File: src/rtl/mwd_pkg.sv
package mwd_pkg;
   typedef enum logic [2:0] {
      ST_HUNT,
      ST_SYNC1,
      ST_SYNC2,
      ST_BITS,
      ST_TAIL
   } dec_state_t;

   localparam int WORD_BITS  = 16;
   localparam int FRAME_BITS = WORD_BITS + 1;
   localparam int STAT_RCV_A = 7;
   localparam int STAT_ERR_A = 10;
   localparam int STAT_RCV_B = 11;
   localparam int STAT_ERR_B = 14;
endpackage

File: src/rtl/mwd_line_sync.sv
module mwd_line_sync #(
   parameter int STAGES = 2
) (
   input  logic clk,
   input  logic mr,
   input  logic line_pos,
   input  logic line_neg,
   output logic samp_pos,
   output logic samp_neg
);
   logic [STAGES-1:0] pos_q;
   logic [STAGES-1:0] neg_q;

   always_ff @(posedge clk or posedge mr) begin
      if (mr) begin
         pos_q <= '0;
         neg_q <= '0;
      end else begin
         pos_q <= {pos_q[STAGES-2:0], line_pos};
         neg_q <= {neg_q[STAGES-2:0], line_neg};
      end
   end

   assign samp_pos = pos_q[STAGES-1];
   assign samp_neg = neg_q[STAGES-1];
endmodule

File: src/rtl/mwd_word_decoder.sv
module mwd_word_decoder
   import mwd_pkg::*;
#(
   parameter int OSR        = 8,
   parameter int TOL        = OSR / 4,
   parameter bit ODD_PARITY = 1'b1
) (
   input  logic                 clk,
   input  logic                 mr,
   input  logic                 samp_pos,
   input  logic                 samp_neg,
   output logic                 evt_ok,
   output logic                 evt_err,
   output logic                 evt_cmd,
   output logic [WORD_BITS-1:0] evt_data
);
   localparam int QTR     = OSR / 4;
   localparam int HALF    = OSR / 2;
   localparam int Q3      = 3 * OSR / 4;
   localparam int SYNCH   = 3 * OSR / 2;
   localparam int RUN_MAX = SYNCH + TOL;
   localparam int RUN_MIN = SYNCH - TOL;
   localparam int RW      = $clog2(RUN_MAX + 2);
   localparam int PW      = $clog2(SYNCH);
   localparam int CW      = $clog2(OSR);
   localparam int BW      = $clog2(FRAME_BITS + 1);

   localparam logic [RW-1:0] RUN_MAX_V = RW'(RUN_MAX);
   localparam logic [RW-1:0] RUN_MIN_V = RW'(RUN_MIN);
   localparam logic [PW-1:0] PH_CHK_V  = PW'(HALF);
   localparam logic [PW-1:0] PH_END_V  = PW'(SYNCH - 1);
   localparam logic [CW-1:0] C_QTR_V   = CW'(QTR);
   localparam logic [CW-1:0] C_Q3_V    = CW'(Q3);
   localparam logic [CW-1:0] C_END_V   = CW'(OSR - 1);
   localparam logic [BW-1:0] B_LAST_V  = BW'(FRAME_BITS);

   dec_state_t            state;
   logic [RW-1:0]         run;
   logic [PW-1:0]         ph;
   logic [CW-1:0]         cph;
   logic [BW-1:0]         bcnt;
   logic                  first_lvl;
   logic                  h1;
   logic [FRAME_BITS-1:0] shreg;
   logic                  lvl_ok;
   logic                  lvl_idle;
   logic                  par_good;

   assign lvl_ok   = samp_pos ^ samp_neg;
   assign lvl_idle = ~samp_pos & ~samp_neg;

   generate
      if (ODD_PARITY) begin : g_odd
         assign par_good = ^shreg;
      end else begin : g_even
         assign par_good = ~^shreg;
      end
   endgenerate

   always_ff @(posedge clk or posedge mr) begin
      if (mr) begin
         state     <= ST_HUNT;
         run       <= '0;
         ph        <= '0;
         cph       <= '0;
         bcnt      <= '0;
         first_lvl <= 1'b0;
         h1        <= 1'b0;
         shreg     <= '0;
         evt_ok    <= 1'b0;
         evt_err   <= 1'b0;
         evt_cmd   <= 1'b0;
         evt_data  <= '0;
      end else begin
         evt_ok  <= 1'b0;
         evt_err <= 1'b0;
         unique case (state)
            ST_HUNT: begin
               if (lvl_ok) begin
                  first_lvl <= samp_pos;
                  run       <= RW'(1);
                  state     <= ST_SYNC1;
               end
            end
            ST_SYNC1: begin
               if (!lvl_ok) begin
                  state <= ST_HUNT;
               end else if (samp_pos == first_lvl) begin
                  if (run == RUN_MAX_V) state <= ST_TAIL;
                  else                  run   <= run + 1'b1;
               end else if (run >= RUN_MIN_V) begin
                  ph    <= PW'(1);
                  state <= ST_SYNC2;
               end else begin
                  state <= ST_TAIL;
               end
            end
            ST_SYNC2: begin
               if (ph == PH_CHK_V && (!lvl_ok || samp_pos == first_lvl)) begin
                  evt_err <= 1'b1;
                  state   <= ST_TAIL;
               end else if (ph == PH_END_V) begin
                  cph   <= '0;
                  bcnt  <= '0;
                  state <= ST_BITS;
               end else begin
                  ph <= ph + 1'b1;
               end
            end
            ST_BITS: begin
               if (cph == C_QTR_V) begin
                  if (bcnt == B_LAST_V) begin
                     state <= ST_TAIL;
                     if (lvl_idle) begin
                        evt_ok   <= par_good;
                        evt_err  <= ~par_good;
                        evt_cmd  <= first_lvl;
                        evt_data <= shreg[FRAME_BITS-1:1];
                     end else begin
                        evt_err <= 1'b1;
                     end
                  end else if (!lvl_ok) begin
                     evt_err <= 1'b1;
                     state   <= ST_TAIL;
                  end else begin
                     h1  <= samp_pos;
                     cph <= cph + 1'b1;
                  end
               end else if (cph == C_Q3_V) begin
                  if (!lvl_ok || samp_pos == h1) begin
                     evt_err <= 1'b1;
                     state   <= ST_TAIL;
                  end else begin
                     shreg <= {shreg[FRAME_BITS-2:0], h1};
                     cph   <= cph + 1'b1;
                  end
               end else if (cph == C_END_V) begin
                  cph  <= '0;
                  bcnt <= bcnt + 1'b1;
               end else begin
                  cph <= cph + 1'b1;
               end
            end
            ST_TAIL: begin
               if (lvl_idle) state <= ST_HUNT;
            end
            default: state <= ST_HUNT;
         endcase
      end
   end

   a_r1_ok_err_exclusive: assert property (@(posedge clk) disable iff (mr)
      !(evt_ok && evt_err));

   a_r5_bitcount_bound: assert property (@(posedge clk) disable iff (mr)
      (state == ST_BITS) |-> (bcnt <= B_LAST_V));

   a_r11_sync_run_bound: assert property (@(posedge clk) disable iff (mr)
      (state == ST_SYNC1) |-> (run <= RUN_MAX_V));
endmodule

File: src/rtl/mwd_rx_status.sv
module mwd_rx_status
   import mwd_pkg::*;
(
   input  logic                 clk,
   input  logic                 mr,
   input  logic                 evt_ok,
   input  logic                 evt_err,
   input  logic                 evt_cmd,
   input  logic [WORD_BITS-1:0] evt_data,
   input  logic                 rd,
   input  logic                 err_clr,
   output logic [WORD_BITS-1:0] word,
   output logic                 rcv,
   output logic                 err,
   output logic                 cmd
);
   always_ff @(posedge clk or posedge mr) begin
      if (mr) begin
         word <= '0;
         rcv  <= 1'b0;
         err  <= 1'b0;
         cmd  <= 1'b0;
      end else begin
         if (evt_ok) begin
            word <= evt_data;
            cmd  <= evt_cmd;
            rcv  <= 1'b1;
         end else if (rd) begin
            rcv <= 1'b0;
         end
         if (evt_err)      err <= 1'b1;
         else if (err_clr) err <= 1'b0;
      end
   end

   a_r2_read_clears: assert property (@(posedge clk) disable iff (mr)
      (rd && !evt_ok) |=> !rcv);

   a_r8_err_sticky: assert property (@(posedge clk) disable iff (mr)
      (err && !err_clr) |=> err);

   a_r3_rcv_needs_ok: assert property (@(posedge clk) disable iff (mr)
      $rose(rcv) |-> $past(evt_ok));

   a_r3_word_holds: assert property (@(posedge clk) disable iff (mr)
      !evt_ok |=> $stable(word));
endmodule

File: src/rtl/mwd_dual_rx.sv
module mwd_dual_rx
   import mwd_pkg::*;
#(
   parameter int OSR         = 8,
   parameter int TOL         = OSR / 4,
   parameter int SYNC_STAGES = 2,
   parameter bit ODD_PARITY  = 1'b1
) (
   input  logic        clk,
   input  logic        mr,
   input  logic        bus_a_pos,
   input  logic        bus_a_neg,
   input  logic        bus_b_pos,
   input  logic        bus_b_neg,
   input  logic        rd_a,
   input  logic        rd_b,
   input  logic        err_clr,
   output logic [15:0] rx_word_a,
   output logic [15:0] rx_word_b,
   output logic        rcv_a,
   output logic        rcv_b,
   output logic        sync_cmd_a,
   output logic        sync_cmd_b,
   output logic        err_any,
   output logic [15:0] status
);
   localparam int NBUS = 2;

   generate
      if (OSR < 8 || (OSR % 4) != 0) begin : g_bad_osr
         $error("mwd_dual_rx: OSR must be a multiple of 4 and at least 8");
      end
      if (TOL < 1 || TOL >= OSR / 2) begin : g_bad_tol
         $error("mwd_dual_rx: TOL must lie between 1 and OSR/2-1");
      end
      if (SYNC_STAGES < 2) begin : g_bad_sync
         $error("mwd_dual_rx: SYNC_STAGES must be at least 2");
      end
   endgenerate

   logic [NBUS-1:0]      pos_v;
   logic [NBUS-1:0]      neg_v;
   logic [NBUS-1:0]      rd_v;
   logic [NBUS-1:0]      rcv_v;
   logic [NBUS-1:0]      err_v;
   logic [NBUS-1:0]      cmd_v;
   logic [WORD_BITS-1:0] word_v [NBUS];

   assign pos_v = {bus_b_pos, bus_a_pos};
   assign neg_v = {bus_b_neg, bus_a_neg};
   assign rd_v  = {rd_b, rd_a};

   for (genvar gi = 0; gi < NBUS; gi++) begin : g_bus
      logic                 s_pos;
      logic                 s_neg;
      logic                 e_ok;
      logic                 e_err;
      logic                 e_cmd;
      logic [WORD_BITS-1:0] e_data;

      mwd_line_sync #(.STAGES(SYNC_STAGES)) u_sync (
         .clk      (clk),
         .mr       (mr),
         .line_pos (pos_v[gi]),
         .line_neg (neg_v[gi]),
         .samp_pos (s_pos),
         .samp_neg (s_neg)
      );

      mwd_word_decoder #(
         .OSR        (OSR),
         .TOL        (TOL),
         .ODD_PARITY (ODD_PARITY)
      ) u_dec (
         .clk      (clk),
         .mr       (mr),
         .samp_pos (s_pos),
         .samp_neg (s_neg),
         .evt_ok   (e_ok),
         .evt_err  (e_err),
         .evt_cmd  (e_cmd),
         .evt_data (e_data)
      );

      mwd_rx_status u_stat (
         .clk      (clk),
         .mr       (mr),
         .evt_ok   (e_ok),
         .evt_err  (e_err),
         .evt_cmd  (e_cmd),
         .evt_data (e_data),
         .rd       (rd_v[gi]),
         .err_clr  (err_clr),
         .word     (word_v[gi]),
         .rcv      (rcv_v[gi]),
         .err      (err_v[gi]),
         .cmd      (cmd_v[gi])
      );
   end

   assign rx_word_a  = word_v[0];
   assign rx_word_b  = word_v[1];
   assign rcv_a      = rcv_v[0];
   assign rcv_b      = rcv_v[1];
   assign sync_cmd_a = cmd_v[0];
   assign sync_cmd_b = cmd_v[1];
   assign err_any    = |err_v;

   always_comb begin
      status             = '0;
      status[STAT_RCV_A] = rcv_v[0];
      status[STAT_ERR_A] = err_v[0];
      status[STAT_RCV_B] = rcv_v[1];
      status[STAT_ERR_B] = err_v[1];
   end

   a_r7_err_any_follows: assert property (@(posedge clk) disable iff (mr)
      (status[STAT_ERR_A] || status[STAT_ERR_B]) |-> err_any);
endmodule

File: config.mk
export PLATFORM = sky130hd
export DESIGN_NAME = mwd_dual_rx
export DESIGN_NICKNAME = d
export VERILOG_FILES = /design/src/rtl/mwd_pkg.sv /design/src/rtl/mwd_line_sync.sv /design/src/rtl/mwd_word_decoder.sv /design/src/rtl/mwd_rx_status.sv /design/src/rtl/mwd_dual_rx.sv
export SDC_FILE = /design/constraint.sdc
export NUM_CORES = 1
export LEC_CHECK = 0
export ABC_AREA = 1
export BUFFER_PORTS_ARGS = -buffer_cell sky130_fd_sc_hd__buf_2
export CAP_MARGIN = 20
export CORE_UTILIZATION = 42
export DETAILED_ROUTE_END_ITERATION = 16
export GPL_TIMING_DRIVEN = 0
export SYNTH_ARGS = -nofsm -noshare
export SYNTH_HDL_FRONTEND = slang
export SYNTH_SLANG_ARGS = --single-unit
File: constraint.sdc
create_clock -name clk -period 5.8 [get_ports clk]
set_input_delay 0.29 -clock clk [delete_from_list [all_inputs] [get_ports clk]]
set_output_delay 0.29 -clock clk [all_outputs]
set_load 0.05 [all_outputs]
# Yosys cells after proc, flatten, opt, wreduce, memory -nomap -nowiden
# Index checks and enable logic that the tools add are counted.
totals:
  wordCells: 282
  reg_bits: 160
  in_bits: 9
  out_inout_bits: 53
op_classes:
  n_reduce_logical: 41
  bitwise: 16
  addsub: 8
  n_eq_ne: 68
  n_mux: 111
  magnitude_cmp: 2
ops:
  columns: ["operator", "n"]
  rows:
  - ["$mux 3", 42]
  - ["$mux 4", 18]
  - ["$mux 5", 10]
  - ["$reduce_and 6->1", 6]
  - ["$reduce_xor 17->1", 2]
  - ["$pmux 4 s2", 4]
  - ["$pmux 3 s5", 2]
  - ["$mux 1", 29]
  - ["$ne 2x1->1 const B", 14]
  - ["$ne 2x2->1 const B", 12]
  - ["$reduce_and 4->1", 6]
  - ["$pmux 5 s2", 2]
  - ["$reduce_bool 2->1", 10]
  - ["$eq 3x2->1 const B", 6]
  - ["$eq 3x3->1 const B", 6]
  - ["$ne 3x1->1 const B", 6]
  - ["$add 4x1->4 const B", 4]
  - ["$eq 4x4->1 const B", 4]
  - ["$ne 4x4->1 const B", 4]
  - ["$reduce_and 7->1", 2]
  - ["$not 1->1", 12]
  - ["$pmux 3 s2", 2]
  - ["$add 5x1->5 const B", 2]
  - ["$eq 5x5->1 const B", 2]
  - ["other kinds (18)", 39]

# Depth between registers and ports, before layout
# Gate-level depths: netlist of the first run.
depth:
  ltp_word: 7
  depth_mapped: 14
  ltp_nobuf: 14

# Modules after synthesis
# A second synthesis of the first run with hierarchy kept.
unflattened:
  hier_cells: 915
  area_unflattened_um2: 7805.0
modules_own_cells:
  columns: ["module", "cells_each", "seq_area_each_um2", "area_each_um2", "n_inst"]
  rows:
  - ["mwd_word_decoder at g_bus[0].u_dec", 366, 1426.4, 3002.9, 1]
  - ["mwd_word_decoder at g_bus[1].u_dec", 357, 1426.4, 2962.8, 1]
  - ["mwd_rx_status", 82, 475.5, 755.7, 2]
  - ["mwd_line_sync", 5, 100.1, 103.8, 2]
  - ["mwd_dual_rx", 18, 0.0, 120.1, 1]

# Worst setup path after synthesis of the first run
# No wires, ideal clock.
synth_timing:
  kind: "reg2reg"
  from: "register g_bus[0].u_sync.pos_q[1]"
  to: "register g_bus[0].u_dec.shreg[10]"
  arrival_ns: 1.632
  setup_slack_ns: 4.050
  path_stages_with_launch: 9
  synth_period_minus_slack_ns: 1.750
  setup_ns: 0.118
  t_required_ns: 5.682
  path_buffers: 1
  cell_sequence: "dfrtp_1 inv_1 ha_1 inv_1 nor3_2 nand3_2 buf_2 a21oi_1 inv_1"
synth_via:
  elab_chain_len: 5
  word_cells_on_any_way: 6
  classes_between: "eq/ne (1); bitwise (2); reduce/logical (3)"
synth_rtl:
  columns: ["element", "line_no", "rtl"]
  rows:
  - ["from (decl)", "mwd_line_sync.sv:11", "logic [STAGES-1:0] pos_q;"]
  - ["from (signal assigned)", "mwd_line_sync.sv:19", "pos_q <= {pos_q[STAGES-2:0], line_pos};"]
  - ["$xor 1x1->1", "mwd_word_decoder.sv:49", "assign lvl_ok = samp_pos ^ samp_neg;"]
  - ["$logic_not 1->1", null, null]
  - ["$logic_or 1x1->1 (*)", "mwd_word_decoder.sv:130", "if (!lvl_ok || samp_pos == h1) begin"]
  - ["$not 1->1 (no line) (*)", null, null]
  - ["$reduce_and 4->1 (no line) (*)", null, null]
  - ["to (signal assigned)", "mwd_word_decoder.sv:134", "shreg <= {shreg[FRAME_BITS-2:0], h1};"]
  - ["to (decl)", "mwd_word_decoder.sv:44", "logic [FRAME_BITS-1:0] shreg;"]
# Every way passes the cells marked *; elsewhere a longest branch is shown, timed or not.
# A chain may end at the register's enable or synchronous reset.

# Worst setup path after layout of the first run
layout_timing:
  from: "register g_bus[1].u_sync.pos_q[1]"
  to: "register g_bus[1].u_dec.shreg[8]"
layout_via:
  elab_chain_len: 5
  word_cells_on_any_way: 6
  classes_between: "eq/ne (1); bitwise (2); reduce/logical (3)"
layout_rtl:
  columns: ["element", "line_no"]
  rows:
  - ["from (decl)", "mwd_line_sync.sv:11"]
  - ["from (signal assigned)", "mwd_line_sync.sv:19"]
  - ["$xor 1x1->1", "mwd_word_decoder.sv:49"]
  - ["$logic_not 1->1", null]
  - ["$logic_or 1x1->1 (*)", "mwd_word_decoder.sv:130"]
  - ["$not 1->1 (no line) (*)", null]
  - ["$reduce_and 4->1 (no line) (*)", null]
  - ["to (signal assigned)", "mwd_word_decoder.sv:134"]
  - ["to (decl)", "mwd_word_decoder.sv:44"]
# Marked as above.

==> results of run 1 <==
worst max path at each step:
stage                             startpoint                        to  slack [ns]  depth (start not counted)
floorplan                                 mr    g_bus[0].u_dec.bcnt[0]        1.19                          1
global route        g_bus[1].u_sync.pos_q[1]  g_bus[1].u_dec.shreg[11]        3.50                          8
global placement                          mr  g_bus[1].u_stat.word[11]       -0.85                          2
detailed placement  g_bus[1].u_sync.pos_q[1]  g_bus[1].u_dec.shreg[14]        3.65                          8
CTS                 g_bus[1].u_sync.pos_q[1]  g_bus[1].u_dec.shreg[14]        3.65                          8
finish              g_bus[1].u_sync.pos_q[1]   g_bus[1].u_dec.shreg[8]        3.68                          8
registers in the layout (all words and copies together), names as in the netlist:
| register | count |
|---|---|
| g_bus.u_stat.word | 32 |
| g_bus.u_dec.h1 | 2 |
| g_bus.u_dec.first_lvl | 2 |
| g_bus.u_dec.evt_ok | 2 |
| g_bus.u_dec.evt_data | 32 |
| g_bus.u_dec.shreg | 34 |
| g_bus.u_stat.err | 2 |
| g_bus.u_dec.bcnt | 10 |
| g_bus.u_sync.pos_q | 4 |
| g_bus.u_dec.ph | 8 |
| g_bus.u_dec.evt_err | 2 |
| g_bus.u_dec.cph | 6 |
| g_bus.u_dec.run | 8 |
| g_bus.u_dec.state | 6 |
| g_bus.u_stat.cmd | 2 |
| g_bus.u_sync.neg_q | 4 |
| g_bus.u_dec.evt_cmd | 2 |
| g_bus.u_stat.rcv | 2 |
layout by cell type, fill, tap and decap left out, types with 4 or more instances in the layout:
cell	instances
ha_1	20
inv_2	6
nor3_1	10
nand4_1	9
o21ai_1	4
nand3_1	39
a21oi_1	24
xor2_1	13
dfrtp_1	160
dlygate4sd3_1	5
clkbuf_1	15
o21ai_0	79
conb_1	12
clkinv_4	5
inv_1	114
clkbuf_16	17
buf_2	54
nand2_1	302
inv_6	5
nor2_1	51
xnor2_1	12
buf_4	16
area by class of cell:
cell class | instances | area, um^2 | area share, %
Antenna cell | 1 | 2.50 | 0.0279
Buffer | 36 | 209 | 2.33
Clock buffer | 19 | 443 | 4.94
Clock inverter | 13 | 153 | 1.70
Inverter | 123 | 469 | 5.23
Multi-Input combinational cell | 618 | 3070 | 34.3
Sequential cell | 160 | 4000 | 44.7
Tap cell | 229 | 287 | 3.20
Timing Repair Buffer | 55 | 323 | 3.60
logic make-up after synthesis:
group / Yosys count / share of synthesized area [%]
other: 1 / 0.0487
AOI/OAI and AO/OA: 123 / 8.52
and+or+nand+nor: 433 / 24.0
adders and majority gates: 20 / 3.25
DFF: 160 / 51.9
buffers and inverters: 159 / 8.70
xor gates and xnor gates: 25 / 2.84
muxes: 5 / 0.682
per-layer routing:
metal / part of all wire (%) / wire [um] / vias to the layer above
met5: 0 / 0 / -
met4: 1.1 / 165 / 0
met3: 3.2 / 459 / 9
met2: 43 / 6200 / 79
met1: 53 / 7550 / 2611
li1: - / - / 3053
timing repair:
action / in CTS / in global routing
endpoints found under the hold margin: 53 / 0
hold buffers: 5 / 0
setup buffers: 0 / 0
per-stage QoR:
stage | TNS (ns) | util [%] | hold slack [ns]
floorplan | 0 | - | 0.321
global placement | -133.94 | 46.1 | 0.332
detailed placement | 0 | 46.3 | 0.335
CTS | 0 | 49.9 | 0.0466
global route | 0 | 49.9 | 0.0753
finish | 0 | 49.9 | 0.0595
where the power goes:
part	internal [mW]	switching (mW)
sequential	1.15	0.0429
combinational	0.0808	0.165
clock	0.655	0.471
==> flow_summary.toml, run 1 <==
[route]
drt_iter0_markers = 290
wire_per_inst_um = 11.5
drc = 0
vias = 5752
ant_nets = 0
dr.pass1.iters = 4
drt-total-wl_um = 14400
avgViaCountPerCell = 4.59

[logic_synthesis]
synth_edf_count = 0
synth_most_common_cell = "nand2_1"
netlist_area_um2 = 7710
ys_seq_area_share_pct = 51.9
synthArstFlopShare_pct = 100
syn_area_per_cell_um2 = 8.32
synthDominantCellAreaShare_pct = 51.9
ys_ff_latch = 160
synthCells = 926
synthFlopType = "dfrtp_1"
synth_area_leaders = "dfrtp_1 (52%), nand2_1 (15%), inv_1 (5.6%)"
netlist-cell-type-count = 43
ys_top_cells_by_count = "nand2_1 (302), dfrtp_1 (160), inv_1 (115)"
yosysWarningCount = 0
synth_top_cell_by_area = "dfrtp_1"

[flow_run]
cap_violations = 0

[worst_setup_path]
critical_path_class = "flip-flop to flip-flop"
worstRegToRegCells = 8
cp.arrival_ns = 2.40
reg2reg_slack_ns = 3.68
cp_slowest_cell = "dfrtp_1"
crit_required_ns = 6.09
cp.buffers_inverters = 3
r2r-start = "g_bus[1].u_sync.pos_q[1]"
crit_path_max_fanout = 10
start_kind = "flip-flop"
cpLargestDelayFamily = "simple AND/OR/NAND/NOR gates"
worst_r2r_endpoint = "g_bus[1].u_dec.shreg[8]"
cpPeakStageDelay_ns = 0.42
crit_path_end_kind = "flip-flop"
crit_path_cell_trace = "inv_1 > ha_1 > inv_1 > nor3_1 > nand2_1 > clkbuf_1 > nand2_1 > o21ai_0"

[clock_network]
clkSinkCount = 160
cts_buffer_depth = 2
cts_tree = "built"
htree_levels = 4
clk_pin_slew_ns = 0.06
cts-resized-gates = 0
cts-root-buf = "clkbuf_16"
clk_latency_ns = 0.42
numCtsBuffers = 17

[global_route]
busiest_layer = "met2"
antenna_found_initial = 1
grt_max_degree = 112
use_met2_pct = 25.3
use_met3_pct = 3.61
use_met1_pct = 23.7
grt-ovfl-total = 0
grt_pass1_vias = 5315
grt_pass1_wl_um = 25000
grtUsageTotal_pct = 16.8

[placement]
dpl-instance-area_um2 = 8320
pre_cts_ws_ns = 3.65
dp_hpwl_um = 10100
place_congestion = 0.754
dp_cells = 1216
port-buffer-count = 49

[hold_path]
hold_path.startpoint = "rd_a"
hp-class = "primary input to flip-flop"
holdPathEnd = "g_bus[0].u_stat.rcv"
whs_path_depth = 2

[cells_and_area]
fin_cells = 1254
nets = 1040
drive_gt1_share_pct = 12.9
synthToLayoutAreaGrowth_pct = 16.3
fillers = 1751
fin_area_um2 = 8960

[die]
start_util_pct = 42.9
die_h_um = 137
die-area_um2 = 18900
io_pins = 62
row_count = 49
core_um2 = 18000
die_x_um = 137

[sta]
layout_setup_ws_ns = 3.68
setup_viol = 0
finClkSkew_ns = 0.0117
final_max_slew_viol_count = 0
period_minus_slack_ns = 2.12
slew-limit-headroom_pct = 63.2
rsz0062_at_grt = "false"
worstMarginPinSlew_ns = 0.552
timing.final.crit_share_pct = 36.5
timing.fmax_mhz = 472
hold_viol = 0

[power]
power_density_nw_per_um2 = 287
power.leakage_nw = 4.77
total_power_mw = 2.57
peakVddDrop_mv = 0.228

[status]
outcome = "completed"
No activity file was read; power rests on OpenSTA's default activity.
==> run 2, diff against run 1 <==
- clock period: 5.8 -> 2.1 ns (I/O delays scaled with it)
==> run 2 against run 1 <==
  * Sequential share of layout area fell by 0.63 points
  * Final cell count up 0.40%
  * Die area stayed put
  * Sequential power rose to 2.8 times the previous value
  * Routed wire length grew 4.8%
  * Utilization increased by 0.72 points
  * Global-route usage rose by 0.56 points
  * Critical path type unchanged
  * Largest power group unchanged
  * Highest routed layer unchanged
==> flow_summary.toml, run 2 (same netlist as run 1, synthesis figures left out) <==
[power]
power_density_nw_per_um2 = 802
peakVddDrop_mv = 0.607
power.leakage_nw = 4.82
total_power_mw = 7.29

[cells_and_area]
final_common_cell = "nand2_1"
insertedDiodeCount = 0
final_util_pct = 50.6
top_regs = "g_bus.u_dec.shreg x34, g_bus.u_dec.evt_data x32, g_bus.u_stat.word x32"
fillers = 1692
layout_common_cells = "nand2_1 (301), dfrtp_1 (159), inv_1 (113)"
nets = 1046
largest_register = "g_bus.u_dec.shreg"
drive_gt1_share_pct = 13.9
fin_cells = 1259
synthToLayoutAreaGrowth_pct = 18.0
fin_area_um2 = 9090
seq_area_um2 = 4010
multi_input_area_um2 = 3100
largest_register_ffs = 34

[worst_setup_path]
worst_r2r_endpoint = "g_bus[0].u_dec.shreg[13]"
setup.worst_path.end = "g_bus[0].u_dec.shreg[13]"
cp.arrival_ns = 2.22
crit_path_start = "g_bus[0].u_sync.pos_q[1]"
start_kind = "flip-flop"
crit_path_end_kind = "flip-flop"
critical_path_class = "flip-flop to flip-flop"
crit_required_ns = 2.41
worstRegToRegCells = 8
reg2reg_slack_ns = 0.19
r2r-start = "g_bus[0].u_sync.pos_q[1]"
crit_path_max_fanout = 10

[die]
start_util_pct = 42.9
die_h_um = 137
core_um2 = 18000
die-area_um2 = 18900
io_pins = 62
die_x_um = 137
row_count = 49

[global_route]
grt_pass1_wl_um = 25800
grt_pass1_vias = 5561
grt_max_degree = 40
grt-ovfl-total = 0
grtUsageTotal_pct = 17.4
antenna_found_initial = 0

[sta]
hold_viol = 0
timing.final.crit_share_pct = 90.7
tns_ns = 0
slew-limit-headroom_pct = 49.6
fin_hold_ws_ns = 0.319
worstMarginPinSlew_ns = 0.754
timing.fmax_mhz = 525
layout_setup_ws_ns = 0.195
rsz0062_at_grt = "false"
final_max_slew_viol_count = 0
setup_viol = 0
period_minus_slack_ns = 1.91
finClkSkew_ns = 0.00904

[placement]
pre_cts_ws_ns = -0.0562
dp_hpwl_um = 10800
port-buffer-count = 49
place_congestion = 0.783
dp_cells = 1219
dpl-instance-area_um2 = 8360

[clock_network]
cts_tree = "built"
clk_pin_slew_ns = 0.07
cts-root-buf = "clkbuf_16"
clkSinkCount = 160
cts_buffer_depth = 2
numCtsBuffers = 17
clk_latency_ns = 0.43
htree_levels = 4

[route]
drc = 0
ant_nets = 0
dr.pass1.iters = 5
wire_per_inst_um = 12.0
drt-total-wl_um = 15100
avgViaCountPerCell = 4.66
drt_iter0_markers = 287
vias = 5866

[hold_path]
hp-class = "primary input to flip-flop"

[flow_run]
cap_violations = 0

[status]
outcome = "completed"
[run 2: changes by cell type in the layout (fill, tap and decap cells not counted), moves of 2 or more]
cell,previous run,this run
buf_12,0,4
clkbuf_1,15,12
clkbuf_2,0,3
clkinv_4,5,2
clkinvlp_4,0,2
dlygate4sd3_1,5,8
inv_8,1,3
nor3_4,2,4
[run 2: layout make-up]
class / count / area share, %
buffer: 36 / 2.34
clock buffer: 18 / 4.72
clock inverter: 14 / 2.12
inverter: 123 / 5.12
multi-input combinational: 618 / 34.1
sequential: 160 / 44.0
tap: 229 / 3.15
timing repair buffer: 61 / 4.46
[run 2: metal layers]
layer,vias to the layer above,routed length [um],track usage (%)
met5,-,0,0
met2,81,6650,27.4
li1,3060,-,-
met3,13,472,3.68
met1,2712,7800,23.8
met4,0,148,5.49
[run 2: worst min path at each step]
stage,cells past startpoint,start,to
2_1_floorplan,0,bus_a_neg,g_bus[0].u_sync.neg_q[0]
3_3_place_gp,1,bus_a_neg,g_bus[0].u_sync.neg_q[0]
3_5_place_dp,1,bus_b_pos,g_bus[1].u_sync.pos_q[0]
4_1_cts,2,bus_a_pos,g_bus[0].u_sync.pos_q[0]
5_1_grt,2,bus_a_pos,g_bus[0].u_sync.pos_q[0]
6_report,2,bus_b_pos,g_bus[1].u_sync.pos_q[0]
[run 2: what timing repair did]
item	CTS	global route
resized for setup	3	8
setup endpoints to repair	14	41
hold buffers	8	0
buffers inserted	0	0
endpoints found under the hold margin	39	0
[run 2: power by group]
part / switching [mW] / internal (mW) / total (mW) / leakage, nW
Combinational: 0.469 / 0.239 / 0.708 / 2.31
Sequential: 0.123 / 3.19 / 3.31 / 2.20
Clock: 1.36 / 1.92 / 3.28 / 0.302
Total: 1.95 / 5.34 / 7.29 / 4.82
[run 2: critical path: stages, from the launching register on]
cell	delay, ns
dfrtp_2	0.42
inv_1	0.08
ha_1	0.37
inv_2	0.10
nor3_4	0.23
nand3_2	0.15
buf_2	0.22
a21oi_1	0.16
inv_1	0.05
==> run 3, diff against run 2 <==
==> constraint.sdc (replaced) <==
create_clock -name clk -period 2.1 [get_ports clk]
set_input_delay 0.63 -clock clk [delete_from_list [all_inputs] [get_ports clk]]
set_output_delay 0.63 -clock clk [all_outputs]
set_load 0.05 [all_outputs]
==> run 3 against run 2 <==
  * Sequential share of layout area up 0.38 points
  * Critical endpoint unchanged
  * Utilization is 0.43 points lower
  * Sequential power is essentially flat
==> flow_summary.toml, run 3 (same netlist as run 1, synthesis figures left out) <==
[global_route]
grt_max_degree = 40
antenna_found_initial = 1
grt_pass1_vias = 5523
grt_pass1_wl_um = 25700
grt-ovfl-total = 0
grtUsageTotal_pct = 17.3

[hold_path]
hold_path.startpoint = "bus_b_pos"
whs_path_depth = 1
holdPathEnd = "g_bus[1].u_sync.pos_q[0]"
hp-class = "primary input to flip-flop"

[cells_and_area]
layout_common_cells = "nand2_1 (301), dfrtp_1 (159), inv_1 (113)"
drive_gt1_share_pct = 14.0
fin_cells = 1252
synthToLayoutAreaGrowth_pct = 17.0
fin_area_um2 = 9020
largest_register = "g_bus.u_dec.shreg"
top_regs = "g_bus.u_dec.shreg x34, g_bus.u_dec.evt_data x32, g_bus.u_stat.word x32"
largest_register_ffs = 34
final_common_cell = "nand2_1"
nets = 1038

[route]
drt_iter0_markers = 307
drt-total-wl_um = 15000
drc = 0
vias = 5832
wire_per_inst_um = 12.0
avgViaCountPerCell = 4.66
ant_nets = 0
dr.pass1.iters = 5

[power]
power_density_nw_per_um2 = 807
power.leakage_nw = 4.78
peakVddDrop_mv = 0.607
total_power_mw = 7.28

[flow_run]
cap_violations = 0

[worst_setup_path]
crit_path_start = "g_bus[0].u_sync.pos_q[1]"
r2r-start = "g_bus[0].u_sync.pos_q[1]"
cp.arrival_ns = 2.22
reg2reg_slack_ns = 0.19
crit_required_ns = 2.41
path_common_cell = "inv_1"
worstRegToRegCells = 8
cpPeakStageDelay_ns = 0.42
critical_path_class = "flip-flop to flip-flop"
start_kind = "flip-flop"
crit_path_max_fanout = 10
crit_path_end_kind = "flip-flop"
crit_path_cell_trace = "inv_1 > ha_1 > inv_2 > nor3_4 > nand3_2 > buf_2 > a21oi_1 > inv_1"
worst_r2r_endpoint = "g_bus[0].u_dec.shreg[13]"
cp_slowest_cell = "dfrtp_2"

[clock_network]
clkSinkCount = 160
cts-root-buf = "clkbuf_16"
htree_levels = 4
clk_latency_ns = 0.42
cts_tree = "built"
clk_pin_slew_ns = 0.07
postCtsSetupBuffers = 0
cts_buffer_depth = 2
numCtsBuffers = 17

[sta]
timing.fmax_mhz = 525
hold_viol = 0
fin_hold_ws_ns = 0.308
slew-limit-headroom_pct = 49.7
final_max_slew_viol_count = 0
worstMarginPinSlew_ns = 0.753
timing.final.crit_share_pct = 90.7
period_minus_slack_ns = 1.91
finClkSkew_ns = 0.00913
setup_viol = 0
tns_ns = 0
rsz0062_at_grt = "false"

[placement]
dpl-instance-area_um2 = 8360
dp_hpwl_um = 10800
dp_cells = 1219
port-buffer-count = 49
place_congestion = 0.783

[die]
die_h_um = 137
start_util_pct = 42.9
die-area_um2 = 18900
io_pins = 62
die_x_um = 137
core_um2 = 18000
row_count = 49

[status]
outcome = "completed"
## run 3: cell count changes in the layout (fill, tap and decap cells not counted)
cell,before,now
diode_2,0,1
dlygate4sd3_1,8,0
## run 3: layer usage
metal,routed length [um],vias to the layer above,track usage [%]
met5,0,-,0
met4,148,0,5.49
met3,502,13,3.83
met2,6610,81,27.2
met1,7780,2690,23.7
li1,-,3048,-
## run 3: how the worst max path moves through the flow
stage                                     to  slack (ns)  cells past startpoint
floorplan             g_bus[0].u_dec.bcnt[0]       -0.56                      1
global route           g_bus[0].u_dec.cph[0]        0.02                      9
CTS                 g_bus[0].u_dec.shreg[13]        0.03                      8
global placement        g_bus[0].u_dec.ph[0]       -1.67                      2
detailed placement  g_bus[1].u_dec.shreg[13]       -0.06                      8
finish              g_bus[0].u_dec.shreg[13]        0.19                      8
## run 3: report_power, final
group          internal, mW  total [mW]  switching, mW
clock                  1.92        3.27           1.35
sequential             3.19        3.31          0.123
combinational         0.229       0.696          0.467
total                  5.34        7.28           1.94
## run 3: through the flow
step	setup slack [ns]	util, %
global placement	-1.67	46.1
global route	0.0156	50.2
floorplan	-0.559	-
CTS	0.0289	50.1
detailed placement	-0.0562	46.6
finish	0.195	50.2
## run 3: final cells by class
| cell class | instances | area [um^2] |
|---|---|---|
| Clock buffer | 18 | 429 |
| Inverter | 123 | 465 |
| Fill cell | 1703 | 8950 |
| Timing Repair Buffer | 53 | 325 |
| Buffer | 36 | 213 |
| Multi-Input combinational cell | 618 | 3100 |
| Clock inverter | 14 | 193 |
| Sequential cell | 160 | 4010 |
| Antenna cell | 1 | 2.50 |
| Tap cell | 229 | 287 |
## run 3: timing repair
item | CTS | global route
endpoints found under the setup margin | 14 | 41
hold buffers | 0 | 0
resized for setup | 3 | 8
## run 3: worst max-delay path, delay by kind of cell (launching register included)
family / cells / cell delay (ns)
compound gates: 1 / 0.16
buf+inv: 4 / 0.45
fa+ha+maj: 1 / 0.37
flops: 1 / 0.42
simple gates: 2 / 0.38
